## config.mk

```make
export PLATFORM = sky130hd
export DESIGN_NAME = lwu_wake_detect
export DESIGN_NICKNAME = d
export VERILOG_FILES = /design/src/rtl/lwu_pkg.sv /design/src/rtl/lwu_sync.sv /design/src/rtl/lwu_edge.sv /design/src/rtl/lwu_remote_fsm.sv /design/src/rtl/lwu_local_det.sv /design/src/rtl/lwu_wake_detect.sv
export SDC_FILE = /design/constraint.sdc
export NUM_CORES = 1
export LEC_CHECK = 0
export ABC_AREA = 0
export CORE_AREA = 2 2 65 67
export CTS_BUF_LIST = sky130_fd_sc_hd__clkbuf_4
export CTS_CLUSTER_SIZE = 16
export DETAILED_ROUTE_END_ITERATION = 7
export DIE_AREA = 0 0 67 69
export GPL_TIMING_DRIVEN = 0
export SYNTH_ARGS = -nofsm -noshare
export SYNTH_HDL_FRONTEND = slang
export SYNTH_SLANG_ARGS = --single-unit
```

## constraint.sdc

```tcl
create_clock -name clk -period 2.3 [get_ports clk]
set_clock_uncertainty 0.15 [all_clocks]
set_input_delay 0.46 -clock clk [delete_from_list [all_inputs] [get_ports clk]]
set_output_delay 0.46 -clock clk [all_outputs]
set_load 0.05 [all_outputs]
```

## src/rtl/lwu_pkg.sv

```systemverilog
package lwu_pkg;

    // Operating mode as reported by the mode controller.
    typedef enum logic [1:0] {
        MODE_SLEEP      = 2'b00,
        MODE_STANDBY    = 2'b01,
        MODE_NORMAL     = 2'b10,
        MODE_NORMAL_LOW = 2'b11
    } lwu_mode_e;

    // Remote wake pattern tracker states.
    typedef enum logic [1:0] {
        RW_IDLE  = 2'd0,
        RW_DOM   = 2'd1,
        RW_ARMED = 2'd2
    } rw_state_e;

    // Level transitions seen on one synchronized input.
    typedef struct packed {
        logic to_high;
        logic to_low;
    } lvl_edge_t;

    // Remote detection runs in both quiet modes.
    function automatic logic remote_allowed(input logic [1:0] m);
        return (m == MODE_SLEEP) || (m == MODE_STANDBY);
    endfunction

    // Local detection runs in sleep only.
    function automatic logic local_allowed(input logic [1:0] m);
        return m == MODE_SLEEP;
    endfunction

    // Counter width able to hold min_cycles + 1.
    function automatic int unsigned dom_cnt_width(input int unsigned min_cycles);
        return $clog2(min_cycles + 2);
    endfunction

endpackage

```

## src/rtl/lwu_sync.sv

```systemverilog
module lwu_sync #(
    parameter int unsigned STAGES  = 2,
    parameter logic        RST_VAL = 1'b0
) (
    input  logic clk,
    input  logic rst,
    input  logic d,
    output logic q
);
    generate
        if (STAGES == 0) begin : g_bypass
            assign q = d;
        end else begin : g_chain
            logic [STAGES-1:0] sr;
            always_ff @(posedge clk) begin
                if (rst) begin
                    sr <= {STAGES{RST_VAL}};
                end else begin
                    sr[0] <= d;
                    for (int i = 1; i < STAGES; i++) begin
                        sr[i] <= sr[i-1];
                    end
                end
            end
            assign q = sr[STAGES-1];
        end
    endgenerate
endmodule

```

## src/rtl/lwu_edge.sv

```systemverilog
module lwu_edge
    import lwu_pkg::*;
(
    input  logic      clk,
    input  logic      rst,
    input  logic      lvl,
    output lvl_edge_t ev
);
    logic prev_q;

    // History follows the input in every mode, so re-enabling never
    // invents an edge from a level that settled earlier.
    always_ff @(posedge clk) begin
        if (rst) prev_q <= 1'b0;
        else     prev_q <= lvl;
    end

    always_comb begin
        ev.to_high = lvl & ~prev_q;
        ev.to_low  = ~lvl & prev_q;
    end
endmodule

```

## src/rtl/lwu_remote_fsm.sv

```systemverilog
module lwu_remote_fsm
    import lwu_pkg::*;
#(
    parameter int unsigned MIN_DOM_CYCLES = 2000,
    parameter int unsigned CNT_W          = dom_cnt_width(MIN_DOM_CYCLES)
) (
    input  logic      clk,
    input  logic      rst,
    input  logic      active,
    input  logic      dom_lvl,
    input  lvl_edge_t ev,
    output logic      wake_pulse
);
    localparam logic [CNT_W-1:0] MIN_C = CNT_W'(MIN_DOM_CYCLES);

    rw_state_e        state_q, state_d;
    logic [CNT_W-1:0] cnt_q, cnt_d;
    logic             fire;

    always_comb begin
        state_d = state_q;
        cnt_d   = cnt_q;
        fire    = 1'b0;
        if (!active) begin
            state_d = RW_IDLE;
            cnt_d   = '0;
        end else begin
            unique case (state_q)
                RW_IDLE: begin
                    if (ev.to_high) begin
                        state_d = RW_DOM;
                        cnt_d   = CNT_W'(1);
                    end
                end
                RW_DOM: begin
                    if (!dom_lvl) begin
                        // too short: abort silently
                        state_d = RW_IDLE;
                        cnt_d   = '0;
                    end else if (cnt_q >= MIN_C) begin
                        // more than the limit seen; wait for release
                        state_d = RW_ARMED;
                    end else begin
                        cnt_d = cnt_q + 1'b1;
                    end
                end
                RW_ARMED: begin
                    if (ev.to_low) begin
                        fire    = 1'b1;
                        state_d = RW_IDLE;
                        cnt_d   = '0;
                    end
                end
                default: begin
                    state_d = RW_IDLE;
                    cnt_d   = '0;
                end
            endcase
        end
    end

    always_ff @(posedge clk) begin
        if (rst) begin
            state_q    <= RW_IDLE;
            cnt_q      <= '0;
            wake_pulse <= 1'b0;
        end else begin
            state_q    <= state_d;
            cnt_q      <= cnt_d;
            wake_pulse <= fire;
        end
    end
endmodule

```

## src/rtl/lwu_local_det.sv

```systemverilog
module lwu_local_det
    import lwu_pkg::*;
(
    input  logic      clk,
    input  logic      rst,
    input  logic      active,
    input  lvl_edge_t ev,
    output logic      wake_pulse
);
    logic changed;

    assign changed = ev.to_high | ev.to_low;

    always_ff @(posedge clk) begin
        if (rst) wake_pulse <= 1'b0;
        else     wake_pulse <= active & changed;
    end
endmodule

```

## src/rtl/lwu_wake_detect.sv

```systemverilog
module lwu_wake_detect
    import lwu_pkg::*;
#(
    parameter int unsigned MIN_DOM_CYCLES = 2000,
    parameter int unsigned SYNC_STAGES    = 2
) (
    input  logic       clk,
    input  logic       rst,
    input  logic [1:0] mode_i,
    input  logic       bus_dom_i,
    input  logic       wake_pin_i,
    output logic       remote_wake_o,
    output logic       local_wake_o
);
    localparam int unsigned CNT_W = dom_cnt_width(MIN_DOM_CYCLES);

    logic      bus_s, wake_s;
    lvl_edge_t bus_ev, wake_ev;
    logic      remote_on, local_on;

    assign remote_on = remote_allowed(mode_i);
    assign local_on  = local_allowed(mode_i);

    lwu_sync #(.STAGES(SYNC_STAGES), .RST_VAL(1'b0)) u_sync_bus (
        .clk(clk), .rst(rst), .d(bus_dom_i), .q(bus_s)
    );

    lwu_sync #(.STAGES(SYNC_STAGES), .RST_VAL(1'b0)) u_sync_wake (
        .clk(clk), .rst(rst), .d(wake_pin_i), .q(wake_s)
    );

    lwu_edge u_edge_bus (
        .clk(clk), .rst(rst), .lvl(bus_s), .ev(bus_ev)
    );

    lwu_edge u_edge_wake (
        .clk(clk), .rst(rst), .lvl(wake_s), .ev(wake_ev)
    );

    lwu_remote_fsm #(.MIN_DOM_CYCLES(MIN_DOM_CYCLES), .CNT_W(CNT_W)) u_remote (
        .clk(clk), .rst(rst), .active(remote_on), .dom_lvl(bus_s),
        .ev(bus_ev), .wake_pulse(remote_wake_o)
    );

    lwu_local_det u_local (
        .clk(clk), .rst(rst), .active(local_on), .ev(wake_ev),
        .wake_pulse(local_wake_o)
    );
endmodule

```

; Yosys cells after proc, flatten, opt, wreduce, memory -nomap -nowiden
; Index checks and enable logic that the tools add are counted.
[word_totals]
regBits = 21
out_inout_bits = 2
elab_cells = 47
in_bits = 6
[classes]
reduce_logical = 7
add_sub_neg = 1
n_eq_ne = 7
order_cmp = 1
bitwise_logic = 12
muxes = 11
[ops]
columns = cell, count
row1 = 11-bit 2-to-1 mux, 4
row2 = 11-bit case mux with 3 select lines, 1
row3 = "11-bit by 1-bit adder with 11-bit output, second input constant", 1
row4 = "11-bit >= comparator, second input constant", 1
row5 = 2-bit 2-to-1 mux, 4
row6 = 1-bit inverter, 6
row7 = 2-bit case mux with 3 select lines, 1
row8 = 3-bit AND reduction, 2
row9 = 1-bit AND, 5
row10 = "2-bit by 1-bit equality test with 1-bit output, second input constant", 2
row11 = 2-bit zero test, 2
row12 = "2-bit != test, second input constant", 2
row13 = "3-bit by 2-bit != test with 1-bit output, second input constant", 1
row14 = "3-bit != test, second input constant", 1
row15 = 3-bit OR reduction, 1
row16 = "2-bit equality test, second input constant", 1
row17 = 2-bit OR reduction, 1
row18 = 1-bit logical OR, 1
row19 = 1-bit 2-to-1 mux, 1
row20 = 1-bit bitwise OR, 1

; Depth between registers and ports, before layout
[depth]
ltp_word = 4
mapped_depth = 6
ltp_nobuf = 5

; Modules after synthesis
; Synthesis repeated with hierarchy kept, for this count alone.
[unflattened]
hier_cells = 113
area_unflattened_um2 = 1059.8
[modules_own_cells]
columns = mod, seq_area_each_um2, n_inst, cells_each, area_per_inst_um2
row1 = lwu_remote_fsm, 280.3, 1, 92, 833.3
row2 = lwu_sync, 40.0, 2, 4, 52.6
row3 = lwu_edge, 20.0, 2, 4, 38.8
row4 = lwu_local_det, 20.0, 1, 3, 36.3
row5 = lwu_wake_detect, 0.0, 1, 2, 7.5

; Least setup slack after synthesis
; Ideal clock, no wire load.
[synth_path]
path_kind = input -> register
from = input port mode_i[1]
to = register u_remote.cnt_q[8]
required_ps = 2078
setup_ps = 72
path_buffers = 1
arrival_ps = 1558
stages = 5
path_slack_ps = 521
path_cell_list = or2_2 > clkbuf_1 > a2111oi_4 > or2b_1 > mux2i_1
[synth_between]
elab_chain_cells = 4
word_cells_on_any_way = 5
cone_classes = eq/ne: 1 / bitwise: 1 / reduce/logical: 3
[synth_rtl]
columns = item, line
row1 = start: declaration, lwu_wake_detect.sv:9  ; input logic [1:0] mode_i,
row2 = 2-bit by 1-bit equality test with 1-bit output or 2-bit zero test (tied branches), lwu_pkg.sv:26  ; return (m == MODE_SLEEP) || (m == MODE_STANDBY);
row3 = 1-bit logical OR (*), lwu_pkg.sv:26
row4 = 1-bit inverter (no line) (*), --
row5 = 2-bit OR reduction (no line) (*), --
row6 = end signal: assignment, lwu_remote_fsm.sv:69  ; cnt_q <= cnt_d;
row7 = end: declaration, lwu_remote_fsm.sv:17  ; logic [CNT_W-1:0] cnt_q, cnt_d;
; Every way passes the cells marked *; elsewhere a longest branch is shown, timed or not.
; A chain may end at the register's enable or synchronous reset.

; Final worst setup path
[layout_path]
from = input port mode_i[1]
to = register u_remote.cnt_q[2]
; Same word-level chain as after synthesis.

==> impl_summary.log <==
[metrics] final weighted congestion in routability-driven placement: 0.778
[metrics] Synth Cell Area: 1050 µm²
[metrics] post-detailed-route via-to-cell ratio: 4.69
[metrics] Leak: 0.000399 µW
[metrics] number of top-level design ports: 8
[metrics] capturing element type of the critical path: flip-flop
[metrics] total wirelength of the detailed-routed design: 2000 µm
[metrics] Detail Placement HPWL: 1480 µm
[metrics] share of synthesized cell area in and, or, nand and nor gates: 27.3%
[metrics] Ant. Diodes: 0
[metrics] All-Layer GR Usage: 9.66%
[metrics] Net count, final: 132
[metrics] post-synthesis cell count: 111
[metrics] largest family of logic cells by synthesized area: simple AND/OR/NAND/NOR gates
[metrics] top cell type's share of synthesized area: 40.1%
[metrics] peak supply drop: 0.257 mV
[metrics] Area contributors post-synth: sky130_fd_sc_hd__dfxtp_1 40%, sky130_fd_sc_hd__mux2i_1 6.7%, sky130_fd_sc_hd__nand2_1 4.7%
[metrics] fill cell count: 419
[metrics] power density cells: 505 nW/µm²
[metrics] Startpoint Class: input port
[metrics] cell depth of the worst hold path: 2
[metrics] largest net degree at the start of global routing: 14
[metrics] core footprint: 3910 µm²
[metrics] clock-pin slew reported for the worst setup and hold paths after clock tree synthesis: 0.12 ns
[metrics] post-route design area: 1220 µm²
[metrics] antenna-violating nets left: 0
[metrics] Wirelength per Cell: 11.6 µm
[metrics] total congestion overflow: 0
[metrics] post-synthesis xor/xnor area fraction: 0.835%
[metrics] slew of the pin with the lowest slew margin: 0.598 ns
[metrics] Vias: 811
[metrics] clock latency reported for the late side of the worst-skew pair: 0.32 ns
[metrics] number of remaining DRC errors: 0
[metrics] endpoints failing hold: 0
[metrics] area enclosed by the die boundary: 4620 µm²
[metrics] unrepaired setup endpoints after global routing: no
[metrics] chip height: 69 µm
[metrics] Final setup viols: 0
[metrics] Initial DRT Pass Iterations: 4
[metrics] final standard cell count with taps included and fillers excluded: 173
[metrics] Synthesis Warnings: 0
[metrics] CP arrival: 2.20 ns
[metrics] share of cell area taken by muxes after synthesis: 6.68%
[metrics] synthesized-area fraction occupied by adder cells: 2.39%
[metrics] PortBufs: 7
[metrics] final worst path period need: 2.10 ns
[metrics] effective utilization at floorplan: 26.8%
[metrics] final slew viol count: 0
[metrics] Placed Instances: 168
[metrics] number of hold buffers added after cts: 0
[metrics] CTS max path bufs: 2
[metrics] worst-path maximum fanout: 7
[metrics] total nets after synthesis: 119
[metrics] Horiz. Die Dim: 67 µm
[metrics] cells along the critical path: clkdlybuf4s50_1 > or2_2 > clkbuf_1 > a2111oi_4 > buf_4 > or2b_1 > mux2i_1
[metrics] kind of critical path: input port to flip-flop
[metrics] buffer cell driving the clock tree root: sky130_fd_sc_hd__clkbuf_4
[metrics] delay of the slowest cell on the worst path: 0.39 ns
[metrics] mean area per synthesized cell: 9.45 µm²
[metrics] number of standard-cell rows in the floorplan: 23
[metrics] clock tree sinks: 21
[metrics] compound-gate portion of the synthesized area: 17.8%
[metrics] Setup TNS Final: 0 ns
[metrics] Hold WC Path Type: input port to flip-flop
[metrics] Fmax achieved: 476 MHz
[metrics] area post-placement: 1180 µm²
[metrics] slowest library cell on the worst path: sky130_fd_sc_hd__clkdlybuf4s50_1
[metrics] Util after Layout: 31.2%
[metrics] fraction of synthesis flops using an asynchronous set or reset pin: 0%
[metrics] reported max-cap violation count: 0
[metrics] Primary FF master, synth: sky130_fd_sc_hd__dfxtp_1
[metrics] number of storage elements in the synthesis netlist: 21
[metrics] number of synthesized flops with an enable pin: 0
[metrics] CTS buffer count: 3
[metrics] post-route clock period utilization: 91.4%
[metrics] share of cells above drive strength 1: 13.8%
[metrics] number of cells on the worst reg-to-reg path: 6
[metrics] Yosys top cell by area: sky130_fd_sc_hd__dfxtp_1
[metrics] wire length of the first global-routing pass: 3540 µm
[metrics] number of different library cells in the post-synthesis netlist: 38
[metrics] most frequent cell after synthesis: sky130_fd_sc_hd__dfxtp_1
[metrics] result of the run: finished clean
[metrics] number of design-rule violations left by the first detailed-router iteration: 31
[metrics] H-tree depth: 1
[metrics] sequential fraction of the synthesis area: 40.1%
[metrics] Slew HR: 59.5%
[metrics] via count of the first global-routing pass: 796
[metrics] clock tree from TritonCTS: built
[metrics] area growth from synthesis to final layout: 16.5%
[metrics] initial antenna violation count: 0
[metrics] synth cell count leaders: 21 x sky130_fd_sc_hd__dfxtp_1, 13 x sky130_fd_sc_hd__nand2_1, 7 x sky130_fd_sc_hd__mux2i_1
[metrics] required time at the endpoint of the critical path: 2.40 ns
what timing repair did:
action | CTS | global route
buffers inserted | 0 | 1
hold endpoints to repair | 0 | 0
resized for setup | 0 | 1
endpoints found under the setup margin | 0 | 9
per-stage QoR:
stage / power [µW] / setup slack, ns / hold slack [ns]
after floorplan: 414 / 0.521 / 0.261
after global placement: 431 / -0.240 / 0.266
after detailed placement: 432 / -0.295 / 0.274
after CTS: 622 / 0.0438 / 0.305
after global routing: 641 / 0.114 / 0.319
final: 617 / 0.197 / 0.288
registers in the layout, summed over array words and instances, names as in the netlist:
register,flops
u_edge_bus.prev_q,1
u_sync_bus.g_chain.sr,2
u_remote.cnt_q,11
u_remote.state_q,2
u_edge_wake.prev_q,1
u_remote.wake_pulse,1
u_sync_wake.g_chain.sr,2
u_local.wake_pulse,1
final cells by class:
| type | count | area, µm² | area share (%) |
|---|---|---|---|
| inverters | 4 | 15.0 | 1.23 |
| well taps | 50 | 62.6 | 5.12 |
| clock buffers | 3 | 22.5 | 1.84 |
| flip-flops and latches | 21 | 420 | 34.4 |
| clock inverters | 1 | 7.51 | 0.615 |
| repair buffers | 8 | 80.1 | 6.56 |
| plain buffers | 5 | 36.3 | 2.97 |
| multi-input cells | 81 | 577 | 47.2 |
cell families (layout without fill, tap and decap cells):
group           after synthesis  count (layout)
compound gates               22              22
xor+xnor                      1               1
fa+ha+maj                     2               2
buf+inv                       9              21
flops                        21              21
mux                           7               7
simple gates                 49              49
path summary, 6_finish.rpt:
path	from	end	slack, ns
setup / recovery	mode_i[1]	u_remote.cnt_q[2]$_SDFFE_PP0P_	0.20
hold / removal	rst	u_edge_bus.prev_q$_SDFF_PP0_	0.29
setup reg to reg	u_sync_bus.g_chain.sr[1]$_SDFF_PP0_	u_remote.cnt_q[2]$_SDFFE_PP0P_	0.44
hold reg to reg	u_sync_bus.g_chain.sr[0]$_SDFF_PP0_	u_sync_bus.g_chain.sr[1]$_SDFF_PP0_	0.30
critical path: cells and delay by family:
family,cells,cell delay (ns)
AOI/OAI and AO/OA,1,0.29
muxes,1,0.13
buffers and inverters,3,0.79
and+or+nand+nor,2,0.52
report_power, final:
group,internal [µW],total [µW],switching [µW]
Clock,66.4,191,125
Sequential,369,374,5.09
Combinational,27.8,50.9,23.1
Total,464,617,153
per-layer routing:
metal  GRT usage (%)  vias to the layer above  share of wire, %
met5               0                        -                 0
met4            3.85                        0               1.6
met3            2.94                        5               3.7
met2            14.3                       16                46
met1            12.9                      370                48
li1                -                      420                 -
cells in the final DEF, fill, tap and decap left out, types with 2 or more instances in the layout:
cell	Yosys	final
sky130_fd_sc_hd__mux2i_1	7	7
sky130_fd_sc_hd__buf_6	2	2
sky130_fd_sc_hd__nand4_1	3	3
sky130_fd_sc_hd__inv_1	4	4
sky130_fd_sc_hd__and4_1	2	2
sky130_fd_sc_hd__nor2_1	4	4
sky130_fd_sc_hd__nand2_1	13	13
sky130_fd_sc_hd__or2_2	2	2
sky130_fd_sc_hd__a311oi_1	2	2
sky130_fd_sc_hd__clkdlybuf4s50_1	0	6
sky130_fd_sc_hd__nor2b_1	6	6
sky130_fd_sc_hd__dfxtp_1	21	21
sky130_fd_sc_hd__nand3_1	4	4
sky130_fd_sc_hd__or2b_1	6	6
sky130_fd_sc_hd__buf_2	2	2
sky130_fd_sc_hd__clkbuf_4	0	3
sky130_fd_sc_hd__and2b_1	2	2
sky130_fd_sc_hd__a21oi_1	4	4
sky130_fd_sc_hd__ha_1	2	2
sky130_fd_sc_hd__a31oi_1	5	5
(Power assumes the default switching activity.)
